## config.mk

```make
export PLATFORM = sky130hd
export DESIGN_NAME = csq_unit
export DESIGN_NICKNAME = d
export VERILOG_FILES = /design/src/rtl/csq_pkg.sv /design/src/rtl/csq_pair_stage.sv /design/src/rtl/csq_fold.sv /design/src/rtl/csq_fix.sv /design/src/rtl/csq_unit.sv
export SDC_FILE = /design/constraint.sdc
export NUM_CORES = 1
export LEC_CHECK = 0
export BUFFER_PORTS_ARGS = -buffer_cell sky130_fd_sc_hd__buf_4
export CORE_AREA = 4 4 41 43
export DETAILED_ROUTE_END_ITERATION = 7
export DIE_AREA = 0 0 45 47
export GPL_ROUTABILITY_DRIVEN = 0
export RECOVER_POWER = 100
export SLEW_MARGIN = 15
export SYNTH_ARGS = -nofsm -noshare
export SYNTH_HDL_FRONTEND = slang
export SYNTH_SLANG_ARGS = --single-unit
```

## constraint.sdc

```tcl
create_clock -name vclk -period 0.8
set_input_delay 0.04 -clock vclk [all_inputs]
set_output_delay 0.04 -clock vclk [all_outputs]
set_load 0.02 [all_outputs]
```

## src/rtl/csq_pkg.sv

```systemverilog
package csq_pkg;

    // Width at which the fix-up stage is defined.
    localparam int unsigned FIX_WIDTH = 4;
    localparam int unsigned FIX_RW    = 2 * FIX_WIDTH;

    // Operands whose compensated square is wrong at the fix-up width.
    localparam logic [FIX_WIDTH-1:0] FIX_OP_LO = 4'd13;
    localparam logic [FIX_WIDTH-1:0] FIX_OP_HI = 4'd15;
    localparam logic [FIX_RW-1:0]    FIX_SQ_LO = 8'd169;
    localparam logic [FIX_RW-1:0]    FIX_SQ_HI = 8'd225;

    // Result of the fix-up lookup: hit flag plus replacement square.
    typedef struct packed {
        logic                 hit;
        logic [FIX_RW-1:0]    square;
    } fix_t;

    function automatic fix_t fix_lookup(input logic [FIX_WIDTH-1:0] op);
        fix_t f;
        f.hit    = 1'b0;
        f.square = '0;
        if (op == FIX_OP_LO) begin
            f.hit    = 1'b1;
            f.square = FIX_SQ_LO;
        end else if (op == FIX_OP_HI) begin
            f.hit    = 1'b1;
            f.square = FIX_SQ_HI;
        end
        return f;
    endfunction

endpackage

```

## src/rtl/csq_pair_stage.sv

```systemverilog
// Pure terms plus exactly-added nearest and next-nearest cross products.
// Every carry produced by those additions lands on a bit that is known to
// be clear, so each output bit reduces to a small AND/OR/XOR expression.
module csq_pair_stage #(
    parameter int unsigned N = 4
) (
    input  logic [N-1:0]   a,
    output logic [2*N-1:0] base_r
);
    localparam int unsigned RW = 2 * N;

    logic [RW-1:0] bits;

    assign bits[0] = a[0];
    assign bits[1] = 1'b0;

    generate
        for (genvar i = 1; i < N; i++) begin : g_pos
            // Even bit 2i: a_i alone, or a_i with the carry of the
            // next-nearest fold (needs a_(i-1) and a_(i-2)).
            if (i >= 2) begin : g_even_carry
                assign bits[2*i] = a[i] & (~a[i-1] | a[i-2]);
            end else begin : g_even_plain
                assign bits[2*i] = a[i] & ~a[i-1];
            end
            // Odd bit 2i+1: nearest pair, modified by the next-nearest
            // term of the neighbour above when one exists.
            if (i + 1 < N) begin : g_odd_mixed
                assign bits[2*i+1] = (a[i+1] ^ a[i]) & a[i-1];
            end else begin : g_odd_top
                assign bits[2*i+1] = a[i] & a[i-1];
            end
        end
    endgenerate

    assign base_r = bits;
endmodule

```

## src/rtl/csq_fold.sv

```systemverilog
// Distant cross products a_i*a_j (i-j >= 3) are merged by OR at bit i+j+1.
module csq_fold #(
    parameter int unsigned N = 4
) (
    input  logic [N-1:0]   a,
    output logic [2*N-1:0] fold_r
);
    localparam int unsigned RW   = 2 * N;
    localparam int unsigned GAP  = 3;

    always_comb begin
        fold_r = '0;
        for (int i = GAP; i < N; i++) begin
            for (int j = 0; j + GAP <= i; j++) begin
                fold_r[i+j+1] = fold_r[i+j+1] | (a[i] & a[j]);
            end
        end
    end
endmodule

```

## src/rtl/csq_fix.sv

```systemverilog
// Replaces the two known-wrong 4-bit results with the exact squares.
module csq_fix
    import csq_pkg::*;
(
    input  logic [FIX_WIDTH-1:0] op,
    input  logic [FIX_RW-1:0]    approx,
    output logic [FIX_RW-1:0]    fixed
);
    fix_t look;

    always_comb begin
        look  = fix_lookup(op);
        fixed = look.hit ? look.square : approx;
    end
endmodule

```

## src/rtl/csq_unit.sv

```systemverilog
module csq_unit
    import csq_pkg::*;
#(
    parameter int unsigned N       = 4,
    parameter bit          CORRECT = 1'b0
) (
    input  logic [N-1:0]   a,
    output logic [2*N-1:0] r
);
    localparam int unsigned RW      = 2 * N;
    localparam bit          USE_FIX = CORRECT && (N == FIX_WIDTH);

    logic [RW-1:0] base_r;
    logic [RW-1:0] fold_r;
    logic [RW-1:0] approx_r;

    csq_pair_stage #(.N(N)) u_pair (
        .a      (a),
        .base_r (base_r)
    );

    csq_fold #(.N(N)) u_fold (
        .a      (a),
        .fold_r (fold_r)
    );

    assign approx_r = base_r | fold_r;

    generate
        if (USE_FIX) begin : g_fix
            csq_fix u_fix (
                .op     (a),
                .approx (approx_r),
                .fixed  (r)
            );
        end else begin : g_nofix
            assign r = approx_r;
        end
    endgenerate
endmodule

```

==> flow_metrics.env <==
export IMPL_place_hpwl_um=250.9
export IMPL_crit_slowest_cell="ha_1"
export IMPL_cp_depth=4
export IMPL_vias=110
export IMPL_synth_yosys_seq_area_share_pct=0
export IMPL_cp_arrival_ns=0.74
export IMPL_critPathMaxStageDelay_ns=0.27
export IMPL_p_total_mw=0.1058
export IMPL_grt_usage_pct=2.124
export IMPL_synthDistinctLibCells=9
export IMPL_die_w_um=45
export IMPL_wl_um=274
export IMPL_worstPathRequired_ns=0.76
export IMPL_place_ws_ns=0.03031
export IMPL_vias_per_cell=2.895
export IMPL_dpl_cell_area_um2=177.7
export IMPL_syn_cell_area_um2=83.83
export IMPL_setup_violations=0
export IMPL_tns_ns=0
export IMPL_power_density_nw_per_um2=676.7
export IMPL_final_area_um2=156.4
export IMPL_path_buf_inv=2
export IMPL_antenna_found_initial=0
export IMPL_drive_above_1_share_pct=34.78
export IMPL_grt_pass1_wl_um=338
export IMPL_syn_num_nets=19
export IMPL_grt_max_degree=5
export IMPL_seq_area_um2=0
export IMPL_max_freq_mhz=1289
export IMPL_hold_violations=0
export IMPL_dr_max_layer_used="met3"
export IMPL_core_um2=1301
export IMPL_startpoint_type="input pin"
export IMPL_final_nets=31
export IMPL_p_leak_nw=0.07985
export IMPL_fin_crit_ns=0.7760
export IMPL_path_common_cell="buf_4"
export IMPL_met2WireLength_um=59
export IMPL_status="completed"
export IMPL_postCtsHoldBufs=0
export IMPL_slew_violations=0
export IMPL_crit_path_end_kind="primary output"
export IMPL_n_antenna_cell=0
export IMPL_fp_dieH_um=47
export IMPL_fin_util_pct=12.02
export IMPL_cts_resized=0
export IMPL_initial_core_util_pct=6.442
export IMPL_grt_pass1_vias=77
export IMPL_ir_drop_mv=0.1278
export IMPL_period_share_pct=97.00
export IMPL_drv_cap=0
export IMPL_critical_path_class="in -> out"
export IMPL_drt_iter0_markers=2
export IMPL_std_cell_rows=13
export IMPL_clkbuf_count=0
export IMPL_die_area_um2=2115
export IMPL_place_inst=38
export IMPL_stdcell_count=38
export IMPL_area_growth_pct=86.57
export IMPL_overflow=0
export IMPL_port_buffers=11
export IMPL_holdWs_ns=0.3623
export IMPL_min_path_type="in -> out"
export IMPL_rsz0062_at_grt="no"
export IMPL_postCtsSetupBuffers=0
export IMPL_ant_nets=0
export IMPL_wl_met3_um=82
export IMPL_path_cells="buf_4, ha_1, and2_1, buf_4"
export IMPL_syn_inst=13
export IMPL_drtPass1Iterations=2
export IMPL_synth_warnings=0
export IMPL_syn_avg_cell_area_um2=6.448
export IMPL_layout_setup_ws_ns=0.02402
export IMPL_io_pins=12
export IMPL_crit_family="buffers and inverters"
export IMPL_wl_met1_um=132
export IMPL_avgRoutedWirePerCell_um=7.211
export IMPL_worstPathMaxFanout=4
export IMPL_seq_cell_count=0
export IMPL_hold_path_depth=2
export IMPL_route_detailed_drc=0
==> routing by layer <==
layer	track usage (%)	vias up
li1	-	57
met1	3.371	41
met2	2.542	12
met3	1.149	0
met4	0	0
met5	0	-
==> area by class of cell <==
class / count / area, um2
Inverter: 2 / 7.507
Fill cell: 157 / 1145
Timing Repair Buffer: 12 / 68.82
Tap cell: 15 / 18.77
Multi-Input combinational cell: 9 / 61.31
==> report_power, final <==
group / leakage (nW) / total (mW) / internal (mW) / switching (mW)
registers: 0 / 0 / 0 / 0
logic: 0.0799 / 0.106 / 0.0414 / 0.0644
clock network: 0 / 0 / 0 / 0
==> Yosys cell counts <==
library cell,instances,area [um2]
buf_4,2,15.01
ha_1,2,25.02
nor2b_1,2,12.51
o21ai_1,2,10.01
and2_1,1,6.260
conb_1,1,3.750
inv_1,1,3.750
inv_2,1,3.750
nor2_1,1,3.750
==> cells in the final DEF, fill, tap and decap left out, drive strengths merged <==
cell type	count
and2	1
buf	7
clkbuf	5
conb	1
ha	2
inv	2
nor2	1
nor2b	2
o21ai	2
==> logic make-up (layout without fill, tap and decap cells) <==
family | Yosys count | count (layout) | synth area share, %
AOI/OAI and AO/OA | 2 | 2 | 11.94
adders and majority gates | 2 | 2 | 29.85
buffers and inverters | 4 | 14 | 26.85
other | 1 | 1 | 4.473
and+or+nand+nor | 4 | 4 | 26.86
==> final timing paths <==
path / from / end / slack [ns]
max: a[2] / r[5] / 0.02
min: a[0] / r[0] / 0.36
Power figures use the tool's default switching activity.
